$ cat src/rtl/qit_pkg.sv
package qit_pkg;
   // register addresses
   localparam int unsigned AW       = 3;
   localparam int unsigned A_DIV0   = 0;
   localparam int unsigned A_CTRL   = 4;
   localparam int unsigned A_STRB   = 5;
   localparam int unsigned A_IRQ    = 6;
   localparam int unsigned A_HALT   = 7;
   // control bit positions
   localparam int unsigned CB_FAST1  = 6;
   localparam int unsigned CB_FAST3  = 5;
   localparam int unsigned CB_LINK12 = 4;
   localparam int unsigned CB_LINK34 = 3;
   localparam int unsigned CB_BASE   = 0;
   // channels and interrupt sources
   localparam int unsigned NCH  = 4;
   localparam int unsigned NIRQ = 3;
endpackage

$ cat src/rtl/qit_prescaler.sv
module qit_prescaler #(
   parameter int unsigned DIV_A = 28,
   parameter int unsigned DIV_B = 114
) (
   input  logic       clk,
   input  logic       rst,
   input  logic       halt,
   output logic [1:0] tick
);
   if (DIV_A < 2 || DIV_B < 2) begin : g_bad_div
      $error("qit_prescaler: base divisors must be at least 2");
   end

   for (genvar g = 0; g < 2; g++) begin : g_base
      localparam int unsigned N = (g == 0) ? DIV_A : DIV_B;
      localparam int unsigned W = $clog2(N);
      logic [W-1:0] cnt;

      assign tick[g] = !halt && (cnt == W'(N - 1));

      always_ff @(posedge clk) begin
         if (rst || halt) cnt <= '0;
         else if (tick[g]) cnt <= '0;
         else cnt <= cnt + 1'b1;
      end

      assert_base_gap_R4 : assert property (@(posedge clk) disable iff (rst)
         tick[g] |=> !tick[g]);
      assert_halt_silent_R10 : assert property (@(posedge clk) disable iff (rst)
         halt |=> !tick[g]);
   end
endmodule

$ cat src/rtl/qit_pair.sv
module qit_pair #(
   parameter int unsigned DW    = 8,
   parameter int unsigned LAT8  = 4,
   parameter int unsigned LAT16 = 7
) (
   input  logic          clk,
   input  logic          rst,
   input  logic          slow_tick,
   input  logic          fast_sel,
   input  logic          link,
   input  logic          load,
   input  logic [DW-1:0] div_lo,
   input  logic [DW-1:0] div_hi,
   output logic          fire_lo,
   output logic          fire_hi
);
   localparam int unsigned SW = DW + 1;
   localparam int unsigned LW = 2 * DW + 1;

   logic [SW-1:0] cnt_lo, cnt_hi, rel_lo, rel_hi;
   logic [LW-1:0] cnt_w, rel_w;
   logic          tick_lo, z_lo, z_hi, z_w;

   assign tick_lo = fast_sel | slow_tick;
   assign rel_lo  = fast_sel ? SW'(div_lo) + SW'(LAT8 - 1) : SW'(div_lo);
   assign rel_hi  = SW'(div_hi);
   assign rel_w   = fast_sel ? LW'({div_hi, div_lo}) + LW'(LAT16 - 1)
                             : LW'({div_hi, div_lo});
   assign z_lo = (cnt_lo == '0);
   assign z_hi = (cnt_hi == '0);
   assign z_w  = (cnt_w == '0);

   assign fire_lo = !link && tick_lo && z_lo;
   assign fire_hi = link ? (tick_lo && z_w) : (slow_tick && z_hi);

   always_ff @(posedge clk) begin
      if (rst) begin
         cnt_lo <= '0;
         cnt_hi <= '0;
         cnt_w  <= '0;
      end else if (load) begin
         cnt_lo <= rel_lo;
         cnt_hi <= rel_hi;
         cnt_w  <= rel_w;
      end else begin
         if (tick_lo) begin
            cnt_lo <= z_lo ? rel_lo : cnt_lo - 1'b1;
            cnt_w  <= z_w ? rel_w : cnt_w - 1'b1;
         end
         if (slow_tick) cnt_hi <= z_hi ? rel_hi : cnt_hi - 1'b1;
      end
   end
endmodule

$ cat src/rtl/qit_irq.sv
module qit_irq #(
   parameter int unsigned NIRQ = 3
) (
   input  logic            clk,
   input  logic            rst,
   input  logic            we,
   input  logic [NIRQ-1:0] wval,
   input  logic [NIRQ-1:0] src,
   output logic [NIRQ-1:0] pend
);
   logic [NIRQ-1:0] en_q, en_nxt;

   assign en_nxt = we ? wval : en_q;

   always_ff @(posedge clk) begin
      if (rst) begin
         en_q <= '0;
         pend <= '0;
      end else begin
         en_q <= en_nxt;
         pend <= en_nxt & (pend | src);
      end
   end

   for (genvar g = 0; g < NIRQ; g++) begin : g_chk
      assert_set_needs_fire_R6 : assert property (@(posedge clk) disable iff (rst)
         $rose(pend[g]) |-> $past(src[g]));
      assert_write_clears_R7 : assert property (@(posedge clk) disable iff (rst)
         (we && !wval[g]) |=> !pend[g]);
   end
endmodule

$ cat src/rtl/quad_interval_timer.sv
module quad_interval_timer
   import qit_pkg::*;
#(
   parameter int unsigned DW     = 8,
   parameter int unsigned DIV_A  = 28,
   parameter int unsigned DIV_B  = 114,
   parameter int unsigned LAT8   = 4,
   parameter int unsigned LAT16  = 7
) (
   input  logic          clk,
   input  logic          rst,
   input  logic          wr_en,
   input  logic [AW-1:0] addr,
   input  logic [DW-1:0] wdata,
   output logic [DW-1:0] rdata,
   output logic          irq_n
);
   if (DW < 8) begin : g_bad_dw
      $error("quad_interval_timer: DW must be at least 8");
   end
   if (LAT8 < 1 || LAT16 < 1 || LAT8 > (1 << DW) || LAT16 > (1 << DW)) begin : g_bad_lat
      $error("quad_interval_timer: latencies out of range");
   end

   logic [DW-1:0]   div_q [NCH];
   logic            fast1_q, fast3_q, link12_q, link34_q, base_q, halt_q;
   logic [1:0]      base_tick;
   logic            slow_tick, strobe;
   logic [NCH-1:0]  fire;
   logic [NIRQ-1:0] pend;

   assign strobe = wr_en && (addr == AW'(A_STRB));

   always_ff @(posedge clk) begin
      if (rst) begin
         for (int i = 0; i < NCH; i++) div_q[i] <= '0;
         fast1_q  <= 1'b0;
         fast3_q  <= 1'b0;
         link12_q <= 1'b0;
         link34_q <= 1'b0;
         base_q   <= 1'b0;
         halt_q   <= 1'b0;
      end else if (wr_en) begin
         if (addr[AW-1] == 1'b0) div_q[addr[1:0]] <= wdata;
         if (addr == AW'(A_CTRL)) begin
            fast1_q  <= wdata[CB_FAST1];
            fast3_q  <= wdata[CB_FAST3];
            link12_q <= wdata[CB_LINK12];
            link34_q <= wdata[CB_LINK34];
            base_q   <= wdata[CB_BASE];
         end
         if (addr == AW'(A_HALT)) halt_q <= wdata[0];
      end
   end

   qit_prescaler #(.DIV_A(DIV_A), .DIV_B(DIV_B)) u_pre (
      .clk  (clk),
      .rst  (rst),
      .halt (halt_q),
      .tick (base_tick)
   );

   assign slow_tick = base_q ? base_tick[1] : base_tick[0];

   for (genvar p = 0; p < NCH / 2; p++) begin : g_pair
      qit_pair #(.DW(DW), .LAT8(LAT8), .LAT16(LAT16)) u_pair (
         .clk       (clk),
         .rst       (rst),
         .slow_tick (slow_tick),
         .fast_sel  ((p == 0) ? fast1_q : fast3_q),
         .link      ((p == 0) ? link12_q : link34_q),
         .load      (strobe),
         .div_lo    (div_q[2*p]),
         .div_hi    (div_q[2*p+1]),
         .fire_lo   (fire[2*p]),
         .fire_hi   (fire[2*p+1])
      );
   end

   qit_irq #(.NIRQ(NIRQ)) u_irq (
      .clk  (clk),
      .rst  (rst),
      .we   (wr_en && (addr == AW'(A_IRQ))),
      .wval (wdata[NIRQ-1:0]),
      .src  ({fire[3], fire[1], fire[0]}),
      .pend (pend)
   );

   assign rdata = (addr == AW'(A_IRQ)) ? {{(DW-NIRQ){1'b1}}, ~pend} : '0;
   assign irq_n = ~|pend;

   assert_linked_lo_quiet_R3 : assert property (@(posedge clk) disable iff (rst)
      link12_q |-> !fire[0]);
   assert_linked_lo3_quiet_R3 : assert property (@(posedge clk) disable iff (rst)
      link34_q |-> !fire[2]);
endmodule

$ cat config.mk
export PLATFORM = sky130hd
export DESIGN_NAME = quad_interval_timer
export DESIGN_NICKNAME = d
export VERILOG_FILES = /design/src/rtl/qit_pkg.sv /design/src/rtl/qit_prescaler.sv /design/src/rtl/qit_pair.sv /design/src/rtl/qit_irq.sv /design/src/rtl/quad_interval_timer.sv
export SDC_FILE = /design/constraint.sdc
export NUM_CORES = 1
export LEC_CHECK = 0
export BUFFER_PORTS_ARGS = -buffer_cell sky130_fd_sc_hd__clkbuf_2
export CORE_ASPECT_RATIO = 1.75
export CORE_UTILIZATION = 55
export CTS_CLUSTER_SIZE = 30
export DETAILED_ROUTE_END_ITERATION = 12
export GPL_ROUTABILITY_DRIVEN = 0
export GPL_TIMING_DRIVEN = 0
export PLACE_DENSITY_LB_ADDON = 0.05
export SYNTH_ARGS = -nofsm -noshare
export SYNTH_HDL_FRONTEND = slang
export SYNTH_SLANG_ARGS = --single-unit
$ cat constraint.sdc
create_clock -name clk -period 2.3 [get_ports clk]
set_input_delay 0.345 -clock clk [delete_from_list [all_inputs] [get_ports clk]]
set_output_delay 0.345 -clock clk [all_outputs]
set_load 0.05 [all_outputs]
# Word-level counts from Yosys, hierarchy flattened
# Memories as Yosys holds them, arrays and structs flattened.
# Cells that the tools add are included.
dict set report totals {
  regBits 85
  input_bits 14
  mem_count 1
  out_inout_bits 9
  word_cells 100
  ram_bits 32
}
# memory words word_bits read_ports rd_ports_with_merged_regs wr line_no
set mem_list {}
lappend mem_list {div_q 4 8 4 0 4 quad_interval_timer.sv:25} ;# logic [DW-1:0] div_q [NCH];
dict set report op_classes {
  n_bitwise 5
  mux 32
  reduce_logical 29
  n_eq_ne 6
  add_sub_neg 10
}
# op n
set op_table {}
lappend op_table {{17-bit two-way mux} 8}
lappend op_table {{9-bit two-way mux} 6}
lappend op_table {{8-bit two-way mux} 6}
lappend op_table {{16-bit by 3-bit adder with 17-bit output, second input constant} 2}
lappend op_table {{17-bit zero test} 2}
lappend op_table {{17-bit by 1-bit subtractor with 17-bit output, second input constant} 2}
lappend op_table {{9-bit zero test} 3}
lappend op_table {{9-bit by 1-bit subtractor with 9-bit output, second input constant} 3}
lappend op_table {{3-bit equality test, second input constant} 4}
lappend op_table {{1-bit logical AND} 10}
lappend op_table {{1-bit two-way mux} 10}
lappend op_table {{8-bit by 2-bit adder with 9-bit output, second input constant} 1}
lappend op_table {{8-bit OR reduction} 1}
lappend op_table {{7-bit by 1-bit adder with 7-bit output, second input constant} 1}
lappend op_table {{7-bit equality test, second input constant} 1}
lappend op_table {{2-bit nonzero test} 3}
lappend op_table {{2-bit OR reduction} 3}
lappend op_table {{5-bit by 1-bit adder with 5-bit output, second input constant} 1}
lappend op_table {{5-bit equality test, second input constant} 1}
lappend op_table {{2-bit AND reduction} 2}
lappend op_table {{3-bit AND} 1}
lappend op_table {{1-bit zero test} 3}
lappend op_table {{3-bit two-way mux} 1}
lappend op_table {{3-bit NOT} 1}
lappend op_table {{other kinds (5)} 6}

# Logic depth before layout (Yosys ltp)
# Gate-level depths: netlist (run 1).
dict set report depth {
  depth_word 8
  depth_mapped 10
  depth_no_buf 8
}

# Hierarchy
# From an unflattened synthesis (run 1), not the netlist that was laid out.
dict set report unflattened {
  cells_unflattened 915
  hier_area_um2 7835.0
}
# mod cells_per_inst n_inst area_per_inst_um2 seq_area_each_um2
set modules_own_cells {}
lappend modules_own_cells {qit_pair 358 2 2757.6 700.7}
lappend modules_own_cells {quad_interval_timer 127 1 1625.3 1081.0}
lappend modules_own_cells {qit_prescaler 54 1 506.7 240.2}
lappend modules_own_cells {qit_irq 18 1 187.7 120.1}

# Worst setup path after synthesis (run 1)
# Ideal clock, no wire load.
dict set report synth_timing {
  kind {flip-flop to flip-flop}
  start {register g_pair[0].u_pair.cnt_hi[0]}
  end {register g_pair[0].u_pair.cnt_hi[3]}
  path_slack_ns 0.198
  path_stages_with_launch 9
  arrival_time_ns 1.974
  setup_ns 0.128
  period_less_slack_ns 2.102
  cell_sequence {dfxtp_1 inv_1 ha_1 or3b_2 clkbuf_1 o41ai_4 o21ai_0 a22oi_1 nor2_1}
}
dict set report synth_between {
  elab_chain_cells 4
  word_cells_on_any_way 5
  classes_between {add/sub: 1; mux: 3; reduce/logical: 1}
}
# item line_no
set synth_rtl {}
lappend synth_rtl {{start, declared} qit_pair.sv:20} ;# logic [SW-1:0] cnt_lo, cnt_hi, rel_lo, rel_hi;
lappend synth_rtl {{start signal, assigned} qit_pair.sv:43} ;# cnt_hi <= rel_hi;
lappend synth_rtl {{start signal, assigned} qit_pair.sv:50} ;# if (slow_tick) cnt_hi <= z_hi ? rel_hi : cnt_hi - 1'b1;
lappend synth_rtl {{9-bit by 1-bit subtractor with 9-bit output or 9-bit zero test (tied branches)} {qit_pair.sv:50, qit_pair.sv:30}}
lappend synth_rtl {{9-bit two-way mux (*)} qit_pair.sv:50}
lappend synth_rtl {{8-bit two-way mux (*)} qit_pair.sv:50}
lappend synth_rtl {{8-bit two-way mux (*)} qit_pair.sv:41} ;# end else if (load) begin
# Every way passes the cells marked *; elsewhere a longest branch is shown, timed or not. The select of a mux whose other input is x is not followed.
# A chain may end at the register's enable or synchronous reset.

# Worst setup path after layout (run 1)
dict set report layout_timing {
  start {register g_pair[1].u_pair.cnt_w[0]}
  end {register g_pair[1].u_pair.cnt_w[12]}
}
dict set report layout_between {
  elab_chain_cells 4
  word_cells_on_any_way 5
  classes_between {add/sub: 1; mux: 3; reduce/logical: 1}
}
# item line_no
set layout_rtl {}
lappend layout_rtl {{start, declared} qit_pair.sv:21} ;# logic [LW-1:0] cnt_w, rel_w;
lappend layout_rtl {{start signal, assigned} qit_pair.sv:44} ;# cnt_w <= rel_w;
lappend layout_rtl {{start signal, assigned} qit_pair.sv:48} ;# cnt_w <= z_w ? rel_w : cnt_w - 1'b1;
lappend layout_rtl {{17-bit by 1-bit subtractor with 17-bit output or 17-bit zero test (tied branches)} {qit_pair.sv:48, qit_pair.sv:31}}
lappend layout_rtl {{17-bit two-way mux (*)} qit_pair.sv:48}
lappend layout_rtl {{17-bit two-way mux (*)} qit_pair.sv:46} ;# if (tick_lo) begin
lappend layout_rtl {{17-bit two-way mux (*)} qit_pair.sv:41}
# Marked as above.

==> results.txt, run 1 <==
Share of cells above drive strength 1: 15.65%
Root buffer cell: clkbuf_16
CTS tree: built
Clk pin slew, worst setup/hold paths: 0.07 ns
Final setup fails: 0
Hold WS: 0.1950 ns
Cell Chain, Critical Path: inv_1 -> ha_1 -> nand3_1 -> nor3b_4 -> or3b_2 -> a21oi_1 -> a31o_2
HPWL after DPL: 14.79 mm
Outcome: finished clean
Commonest non-fill, non-tap cells in the layout: 101 x nor2_1, 85 x dfxtp_1, 73 x nand2_1
Hold Crit Class: in2reg
Die Area: 12840 um^2
Starting density of the core: 56.68%
Clock buffer depth: 2
Vias in the first global route: 6419
Buffers on Ports: 21
Clk_skew: 0.01160 ns
# diodes: 0
Cell area power density: 904.5 nW/um^2
CP required: 2.66 ns
Layout Utilization: 66.57%
Max FO, Critical Path: 6
Via count: 6472
Netlist cell types: 74
Peak VDD IR: 0.6081 mV
Crit start category: register
# DRC: 0
Synth warn: 0
Post-synth top flop: dfxtp_1
Boundary Pins: 23
Drt initial violations: 529
WP data arrival: 2.59 ns
Worst rel slew slack: 23.42%
Seq/Total Area, Yosys: 39.14%
Most common cell after layout, fill and taps aside: nor2_1
Slowest CP cell: or3b_2
Mapped Area: 6803 um^2
Clock sinks: 117
Fin nets: 898
Final period utilization: 96.63%
Final hold violations: 0
Initial antenna violation count: 0
Post-synth EDFFs: 32
Actual slew at the worst max-slew pin: 1.140 ns
# rows: 53
Pre-antenna DRT Iters: 5
Routed wire length: 20.55 mm
Total CTS buffers: 17
H-tree Lvls: 4
CP Capture Type: register
Max Freq: 450.0 MHz
Avg Cell Area, Syn: 8.337 um^2
Synth Instances: 816
First-pass GRT wire length: 32.15 mm
Syn nets: 845
FILL cells: 1004
Largest net degree at the start of global routing: 17
Grt total ovfl: 0
Number of max-cap violations: 0
Tot GR Track Use: 33.04%
Wire length per cell: 19.62 um
Routed Antenna Nets: 0
Die span in x: 86.07 um
Clock Latency Late Sink: 0.43 ns
DR vias/cell: 6.181
Crit path time final: 2.222 ns
Leakage power: 3.060 nW
Slew Limit Fails: 0
Max incr delay on CP: 0.48 ns
Async set or reset register ratio after synthesis: 0%
WS Path Type: reg2reg
Die Y: 149.1 um
CORE AREA: 12000 um^2
Syn-to-layout area delta: 17.45%
Yosys reg bits: 117
Cts hold-fix bufs: 0
-- per-layer routing --
metal | global-route usage [%] | part of all wire (%)
met5 | 0 | 0
met2 | 60.44 | 53
met3 | 5.921 | 4.9
met1 | 33.23 | 35
met4 | 22.58 | 7.0
-- synth_stat cells (all sizes together) (13+ instances only) --
library cell / count / area share, %
ha: 15 / 2.8
xnor2: 20 / 2.6
nand3: 27 / 2.0
a21oi: 59 / 4.3
clkbuf: 25 / 2.0
nor2: 102 / 5.6
inv: 23 / 1.3
and3: 17 / 1.6
mux2i: 13 / 1.9
xor2: 22 / 2.8
o211ai: 14 / 1.5
nand2: 74 / 4.1
and2: 15 / 1.4
nor3: 42 / 3.3
nor4: 18 / 1.8
dfxtp: 85 / 25
o21ai: 64 / 4.8
buf: 22 / 1.9
edfxtp: 32 / 14
-- sequential cells by signal (all words and copies together) (netlist names) --
name and count:
g_pair.u_pair.cnt_hi 18, link12_q 1, fast3_q 1, g_pair.u_pair.cnt_lo 9, u_pre.g_base.cnt 12, fast1_q 1, div_q 32, halt_q 1
u_irq.en_q 3, g_pair.u_pair.cnt_w 34, base_q 1, u_irq.pend 3, link34_q 1
-- worst max-delay path, delay by kind of cell (launching register included) --
| kind | cells | cell delay, ns |
|---|---|---|
| simple gates | 3 | 1.11 |
| flops | 1 | 0.36 |
| compound gates | 2 | 0.29 |
| fa+ha+maj | 1 | 0.29 |
| buf+inv | 1 | 0.10 |
-- through the flow --
| stage | TNS (ns) | std cells | setup WS (ns) | power (mW) | instance area (um^2) |
|---|---|---|---|---|---|
| global route | -0.05686 | 1047 | -0.03212 | 7.545 | 7990 |
| CTS | 0 | 1037 | 0.009101 | 7.014 | 7781 |
| floorplan | 0 | 816 | 0.1985 | 3.916 | 6803 |
| global placement | -15.15 | 1002 | -0.4054 | 4.423 | 7114 |
| finish | 0 | 1047 | 0.07755 | 7.227 | 7990 |
| detailed placement | -18.66 | 1002 | -0.4446 | 4.477 | 7114 |
-- path summary, 6_finish.rpt --
kind | start | to | slack [ns] | cells after the start
hold reg to reg | u_pre.g_base[1].cnt[0]$_SDFF_PP0_ | u_pre.g_base[1].cnt[0]$_SDFF_PP0_ | 0.48 | 1
setup reg to reg | g_pair[1].u_pair.cnt_w[0]$_SDFFE_PP0P_ | g_pair[1].u_pair.cnt_w[12]$_SDFFE_PP0P_ | 0.08 | 7
setup / recovery | g_pair[1].u_pair.cnt_w[0]$_SDFFE_PP0P_ | g_pair[1].u_pair.cnt_w[12]$_SDFFE_PP0P_ | 0.08 | 7
hold / removal | rst | u_irq.en_q[2]$_SDFF_PP0_ | 0.20 | 2
-- report_power, final --
group | internal, mW | leakage (nW) | switching [mW]
clock network | 1.51 | 0.276 | 1.03
logic | 0.857 | 1.79 | 1.41
registers | 2.25 | 0.998 | 0.177
-- kinds of logic (layout without fill, tap and decap cells) --
group	count (synthesis)	count (layout)	synth area share (%)
AND/OR/NAND/NOR	357	357	26.61
adder cells (fa/ha/maj)	15	15	2.759
flip-flops	117	117	39.14
multiplexers	13	13	1.913
buffers and inverters	71	137	5.334
AO/OA/AOI/OAI	201	201	18.83
XOR/XNOR	42	42	5.407
-- what timing repair did --
item                                    CTS  global route
hold endpoints to repair                  0             0
setup buffers                             4            11
pin swaps                                 3             9
endpoints found under the setup margin   60            56
resized for setup                        18            35
-- final cells by class --
type,count,area [um^2],area share (%)
Inverter,23,86.33,1.080
Timing Repair Buffer,36,235.2,2.944
Clock buffer,20,478.0,5.982
Tap cell,165,206.4,2.584
Buffer,46,304.0,3.805
Clock inverter,12,88.84,1.112
Sequential cell,117,2663,33.32
Multi-Input combinational cell,628,3929,49.17
(Power assumes the default switching activity.)
==> inputs of run 2 (changes only) <==
Settings changed: ABC_AREA from default to 1.
Clock period 2.3 ns to 2 ns, I/O delays scaled along.
==> results.txt, run 2 <==
Outcome: finished clean (unchanged)
Crit-path most repeated cell: inv_1
Yosys top cell area share: 23.57% (was 25.01%)
Grt met2 use: 58.06% (was 60.44%)
Commonest cells in the synthesized netlist: 218 x nand2_1, 171 x nor2_1, 112 x inv_1, 94 x o21ai_0, 85 x dfxtp_1 (was 102 x nor2_1, 85 x dfxtp_1, 73 x nand2_1, 61 x o21ai_0, 59 x a21oi_1)
Vias in the first global route: 6548 (was 6419)
Routed Antenna Nets: 0 (unchanged)
Number of max-cap violations: 0 (unchanged)
Post-synth top flop: dfxtp_1 (unchanged)
FILL cells: 1232 (was 1004)
Root buffer cell: clkbuf_16 (unchanged)
Starting density of the core: 56.09% (was 56.68%)
# rows: 55 (was 53)
Max Freq: 562.9 MHz (was 450.0 MHz)
Grt total ovfl: 0 (unchanged)
Final hold violations: 0 (unchanged)
Syn nets: 1064 (was 845)
Die Y: 153.6 um (was 149.1 um)
WS Path Type: reg2reg (unchanged)
H-tree Lvls: 4 (unchanged)
CP Capture Type: register (unchanged)
Initial antenna violation count: 0 (unchanged)
Clk pin slew, worst setup/hold paths: 0.06 ns (was 0.07 ns)
Clock sinks: 117 (unchanged)
Busiest grt layer: met2 (unchanged)
Number of flip-flops in the largest register: 34 (unchanged)
GR Layer Usage met3: 5.314% (was 5.921%)
Most common cell after layout, fill and taps aside: nand2_1 (was nor2_1)
Actual slew at the worst max-slew pin: 0.8596 ns (was 1.140 ns)
Inst Count DP: 1228 (was 1002)
Synth Instances: 1035 (was 816)
Total CTS buffers: 17 (unchanged)
Crit path time final: 1.777 ns (was 2.222 ns)
Slew Limit Fails: 0 (unchanged)
Mapped Area: 7218 um^2 (was 6803 um^2)
First-pass GRT wire length: 30.93 mm (was 32.15 mm)
Buffers on Ports: 22 (was 21)
Post-CTS sizing: 0 (was 18)
Most instantiated library cell after synthesis: nand2_1 (was nor2_1)
Max incr delay on CP: 0.34 ns (was 0.48 ns)
Critical path buffer and inverter count: 2 (was 1)
Drt initial violations: 324 (was 529)
# DRC: 0 (unchanged)
Via count: 6737 (was 6472)
Routed wire length: 19.34 mm (was 20.55 mm)
HPWL after DPL: 14.90 mm (was 14.79 mm)
Cell area power density: 918.0 nW/um^2 (was 904.5 nW/um^2)
Final setup fails: 0 (unchanged)
Netlist cell types: 43 (was 74)
Slowest CP cell: nor3_2 (was or3b_2)
Pre-antenna DRT Iters: 6 (was 5)
Biggest regs: g_pair.u_pair.cnt_w (34), div_q (32), g_pair.u_pair.cnt_hi (18) (unchanged)
Synth warn: 0 (unchanged)
Met1 Track Usage GR: 29.52% (was 33.23%)
Crit start category: register (unchanged)
Share of cells above drive strength 1: 10.93% (was 15.65%)
Wire length per cell: 15.35 um (was 19.62 um)
Fin nets: 1105 (was 898)
Boundary Pins: 23 (unchanged)
Syn-to-layout area delta: 12.83% (was 17.45%)
Worst rel slew slack: 42.35% (was 23.42%)
CP required: 2.32 ns (was 2.66 ns)
Cell Chain, Critical Path: inv_1 -> ha_1 -> nand3_1 -> nor3_2 -> nor2_1 -> a21oi_2 -> o21ai_1 -> nand2_1 -> inv_1 (was inv_1 -> ha_1 -> nand3_1 -> nor3b_4 -> or3b_2 -> a21oi_1 -> a31o_2)
Final period utilization: 88.83% (was 96.63%)
Tot GR Track Use: 30.14% (was 33.04%)
Area leader, netlist: dfxtp_1 (unchanged)
Top reg by flops: g_pair.u_pair.cnt_w (unchanged)
CTS tree: built (unchanged)
DR vias/cell: 5.347 (was 6.181)
Count of non-filler cells in the finished layout: 1260 (was 1047)
Largest net degree at the start of global routing: 17 (unchanged)
Avg Cell Area, Syn: 6.974 um^2 (was 8.337 um^2)
Die Area: 13600 um^2 (was 12840 um^2)
WP data arrival: 2.09 ns (was 2.59 ns)
CORE AREA: 12870 um^2 (was 12000 um^2)
Flop2flop setup slack: 0.22 ns (was 0.08 ns)
Cts hold-fix bufs: 0 (unchanged)
Die span in x: 88.60 um (was 86.07 um)
Clock buffer depth: 2 (unchanged)
Hold Crit Class: in2reg (unchanged)
Seq/Total Area, Yosys: 36.89% (was 39.14%)
Top post-synthesis cells by area: dfxtp_1 24%, edfxtp_1 13%, nand2_1 11% (was dfxtp_1 25%, edfxtp_1 14%, nor2_1 5.6%)
# diodes: 0 (unchanged)
Commonest non-fill, non-tap cells in the layout: 218 x nand2_1, 170 x nor2_1, 112 x inv_1 (was 101 x nor2_1, 85 x dfxtp_1, 73 x nand2_1)
Yosys reg bits: 117 (unchanged)
Max FO, Critical Path: 8 (was 6)
Clock Latency Late Sink: 0.41 ns (was 0.43 ns)
Peak VDD IR: 0.5003 mV (was 0.6081 mV)
Critical path's top delay family: simple AND/OR/NAND/NOR gates (unchanged)
Post-CTS setup buffer count: 0 (was 4)
Post-synth EDFFs: 32 (unchanged)
Setup TNS: 0 ns (unchanged)
Unrepaired setup endpoints after global routing: no
Clk_skew: 0.008093 ns (was 0.01160 ns)
Async set or reset register ratio after synthesis: 0% (unchanged)
Leakage power: 3.643 nW (was 3.060 nW)
[run 2: layer usage]
metal	part of all wire (%)	vias up	wire, um
met1	37	3103	7186
met2	56	128	10850
met3	2.6	54	507
met4	4.1	0	802
met5	0	-	0
li1	-	3452	-
[run 2: cell type report]
class                           instances  area (um^2)  share of cell area, %
Inverter                              119        451.7                  5.546
Timing Repair Buffer                   22        110.1                  1.352
Sequential cell                       117         2663                  32.69
Tap cell                              171        214.0                  2.627
Clock inverter                         10        92.59                  1.137
Multi-Input combinational cell        766         3874                  47.56
Clock buffer                           22        496.7                  6.099
Buffer                                 33        242.7                  2.980
[run 2: logic make-up after synthesis]
group	Yosys count	share of synthesized area (%)
adders and majority gates	15	2.600
xor gates and xnor gates	49	5.946
AOI/OAI and AO/OA	183	13.30
DFF	117	36.89
and+or+nand+nor	519	31.65
buffers and inverters	152	9.620
[run 2: worst reg2reg max path, cell delays in order, from the launching register on]
cell and delay [ns]:
dfxtp_1 0.32, inv_1 0.07, ha_1 0.18, nand3_1 0.20, nor3_2 0.35, nor2_1 0.21, a21oi_2 0.17, o21ai_1 0.07
nand2_1 0.08, inv_1 0.04
[run 2: report_power, final]
part	internal [mW]	switching, mW	total [mW]
clock	1.89	1.15	3.04
sequential	2.57	0.146	2.72
combinational	0.601	1.12	1.72
[run 2: path summary, 6_finish.rpt]
| path | start | end | cells past startpoint |
|---|---|---|---|
| setup / recovery | g_pair[1].u_pair.cnt_hi[0]$_SDFFE_PP0P_ | g_pair[1].u_pair.cnt_hi[7]$_SDFFE_PP0P_ | 9 |
| hold / removal | wdata[3] | link34_q$_SDFFE_PP0P_ | 3 |
| setup reg to reg | g_pair[1].u_pair.cnt_hi[0]$_SDFFE_PP0P_ | g_pair[1].u_pair.cnt_hi[7]$_SDFFE_PP0P_ | 9 |
| hold reg to reg | u_pre.g_base[0].cnt[0]$_SDFF_PP0_ | u_pre.g_base[0].cnt[0]$_SDFF_PP0_ | 1 |
[run 2: through the flow]
stage               hold slack, ns  worst slack, ns  power [mW]  area, um^2  utilization, %
finish                      0.1853           0.2233       7.477        8144           63.29
global route                0.1826          0.07251       7.851        8144           63.29
CTS                         0.1715          0.03715       7.500        8134           63.21
detailed placement          0.4399         -0.07410       4.467        7545           58.63
global placement            0.4323         -0.02157       4.451        7545           58.63
floorplan                   0.4176          -0.1701       4.041        7221               -
==> inputs of run 3 (changes only) <==
Settings changed: ABC_AREA 1 to default.
==> results.txt, run 3 (same netlist as run 1, synthesis figures left out) <==
Reg-to-reg endpoint: g_pair[0].u_pair.cnt_lo[5]$_SDFFE_PP0P_ (was g_pair[1].u_pair.cnt_hi[7]$_SDFFE_PP0P_)
CORE AREA: 12000 um^2 (was 12870 um^2)
Hold WS: 0.1821 ns (was 0.1853 ns)
Max Freq: 487.4 MHz (was 562.9 MHz)
Clock Latency Late Sink: 0.42 ns (was 0.41 ns)
FILL cells: 864 (was 1232)
Wire length per cell: 20.75 um (was 15.35 um)
Hold depth: 2 (was 3)
Pre-antenna DRT Iters: 7 (was 6)
Crit start category: register (unchanged)
Via count: 6883 (was 6737)
Most common cell after layout, fill and taps aside: nor2_1 (was nand2_1)
Unrepaired setup endpoints after global routing: yes (was no)
Worst r2r path cells: 8 (was 9)
Root buffer cell: clkbuf_16 (unchanged)
Buffers on Ports: 21 (was 22)
WP data arrival: 2.33 ns (was 2.09 ns)
Cell area power density: 1069 nW/um^2 (was 918.0 nW/um^2)
Actual slew at the worst max-slew pin: 1.302 ns (was 0.8596 ns)
Die Area: 12840 um^2 (was 13600 um^2)
Initial antenna violation count: 0 (unchanged)
Placed cell area: 7123 um^2 (was 7545 um^2)
Worst rel slew slack: 12.52% (was 42.35%)
Biggest regs: g_pair.u_pair.cnt_w (34), div_q (32), g_pair.u_pair.cnt_hi (18) (unchanged)
Boundary Pins: 23 (unchanged)
Die span in x: 86.07 um (was 88.60 um)
Fin nets: 941 (was 1105)
Drt initial violations: 544 (was 324)
Final setup fails: 11 (was 0)
DR vias/cell: 6.315 (was 5.347)
Crit path time final: 2.052 ns (was 1.777 ns)
Setup ws final: -0.05168 ns (was 0.2233 ns)
CP Capture Type: register (unchanged)
WS Path Type: reg2reg (unchanged)
Top reg by flops: g_pair.u_pair.cnt_w (unchanged)
Setup TNS: -0.2183 ns (was 0 ns)
Final hold violations: 0 (unchanged)
Largest net degree at the start of global routing: 17 (unchanged)
Peak VDD IR: 0.9053 mV (was 0.5003 mV)
Multi-input gate area: 4289 um^2 (was 3874 um^2)
Syn-to-layout area delta: 30.86% (was 12.83%)
Share of cells above drive strength 1: 27.78% (was 10.93%)
HPWL after DPL: 14.60 mm (was 14.90 mm)
Final period utilization: 102.6% (was 88.83%)
Hold Crit Class: in2reg (unchanged)
H-tree Lvls: 4 (unchanged)
Tot GR Track Use: 35.08% (was 30.14%)
Slew Limit Fails: 0 (unchanged)
# diodes: 0 (unchanged)
Register area: 2690 um^2 (was 2663 um^2)
Grt total ovfl: 0 (unchanged)
Total CTS buffers: 17 (unchanged)
Clk pin slew, worst setup/hold paths: 0.06 ns (about the same)
Design area: 8902 um^2 (was 8144 um^2)
Number of flip-flops in the largest register: 34 (unchanged)
# rows: 53 (was 55)
First-pass GRT wire length: 34.16 mm (was 30.93 mm)
Flop2flop setup slack: -0.05 ns (was 0.22 ns)
Starting density of the core: 56.68% (was 56.09%)
# DRC: 0 (unchanged)
Leakage power: 3.424 nW (was 3.643 nW)
CTS tree: built (unchanged)
Number of max-cap violations: 0 (unchanged)
Failing checks: negative setup slack
Reg2reg start: g_pair[0].u_pair.cnt_lo[0]$_SDFFE_PP0P_ (was g_pair[1].u_pair.cnt_hi[0]$_SDFFE_PP0P_)
Routed Antenna Nets: 0 (unchanged)
Die Y: 149.1 um (was 153.6 um)
Max FO, Critical Path: 6 (was 8)
Outcome: finished with violations (was finished clean)
Hold Crit Start: rst (was wdata[3])
Vias in the first global route: 6971 (was 6548)
Clk_skew: 0.01403 ns (was 0.008093 ns)
Worst slack, placed: -0.7668 ns (was -0.07410 ns)
Clock sinks: 117 (unchanged)
Worst Hold End: u_irq.en_q[2]$_SDFF_PP0_ (was link34_q$_SDFFE_PP0P_)
CP required: 2.28 ns (was 2.32 ns)
Routed wire length: 22.62 mm (was 19.34 mm)
Commonest non-fill, non-tap cells in the layout: 96 x nor2_1, 67 x nand2_1, 67 x dfxtp_1 (was 218 x nand2_1, 170 x nor2_1, 112 x inv_1)
Clock buffer depth: 2 (unchanged)
[run 3: cell count changes in the layout (fill, tap and decap cells not counted), moves of 16 or more]
cell,before,now
nand2_1,218,67
inv_1,112,17
nor2_1,170,96
o21ai_0,94,44
buf_4,14,56
nand3_1,63,26
dfxtp_1,85,67
and3_1,0,16
dfxtp_2,0,16
[run 3: critical path, stage by stage (launching register included)]
cell and delay, ns:
dfxtp_4 0.36, inv_4 0.06, ha_4 0.13, or4b_4 0.50
o21ai_4 0.29, nor3_1 0.10, a21oi_1 0.21, a2bb2oi_1 0.19
nor2_1 0.07
[run 3: final cells by class]
class | instances | share of cell area, %
Tap cell | 165 | 2.319
Inverter | 23 | 0.9979
Timing Repair Buffer | 82 | 7.070
Sequential cell | 117 | 30.22
Clock buffer | 21 | 5.664
Multi-Input combinational cell | 629 | 48.18
Clock inverter | 11 | 1.462
Buffer | 42 | 4.090
[run 3: per-stage QoR]
stage / power (mW) / instances / utilization [%]
floorplan: 4.509 / 816 / -
global placement: 5.085 / 1002 / 59.35
detailed placement: 5.124 / 1002 / 59.35
CTS: 8.946 / 1070 / 70.03
global route: 9.869 / 1090 / 74.17
finish: 9.515 / 1090 / 74.17
[run 3: worst max path at each step]
stage | start | endpoint | slack [ns] | depth (start not counted)
finish | g_pair[0].u_pair.cnt_lo[0]$_SDFFE_PP0P_ | g_pair[0].u_pair.cnt_lo[5]$_SDFFE_PP0P_ | -0.05 | 8
global placement | u_pre.g_base[0].cnt[0]$_SDFF_PP0_ | g_pair[1].u_pair.cnt_w[3]$_SDFFE_PP0P_ | -0.71 | 8
CTS | u_pre.g_base[0].cnt[1]$_SDFF_PP0_ | g_pair[0].u_pair.cnt_w[4]$_SDFFE_PP0P_ | -0.08 | 10
detailed placement | u_pre.g_base[0].cnt[0]$_SDFF_PP0_ | g_pair[0].u_pair.cnt_lo[5]$_SDFFE_PP0P_ | -0.77 | 9
global route | g_pair[0].u_pair.cnt_lo[0]$_SDFFE_PP0P_ | g_pair[0].u_pair.cnt_lo[1]$_SDFFE_PP0P_ | -0.21 | 7
floorplan | g_pair[0].u_pair.cnt_hi[0]$_SDFFE_PP0P_ | g_pair[0].u_pair.cnt_hi[3]$_SDFFE_PP0P_ | -0.02 | 8
[run 3: repair_timing]
item,CTS,global route
gates cloned,2,3
setup endpoints to repair,73,58
buffers inserted,37,22
gates resized for setup,100,95
pin swaps,23,34
hold buffers,0,0
[run 3: routing by layer]
metal	vias up	GRT usage [%]	wire length, um
met5	-	0	0
met4	0	28.92	1827
met3	137	7.637	1259
met2	341	63.33	11950
met1	3254	33.04	7586
li1	3151	-	-
[run 3: power by group]
part           leakage [nW]  switching, mW  internal (mW)
Clock                 0.307           1.18           2.07
Sequential             1.01          0.223           2.59
Combinational          2.11           1.92           1.53
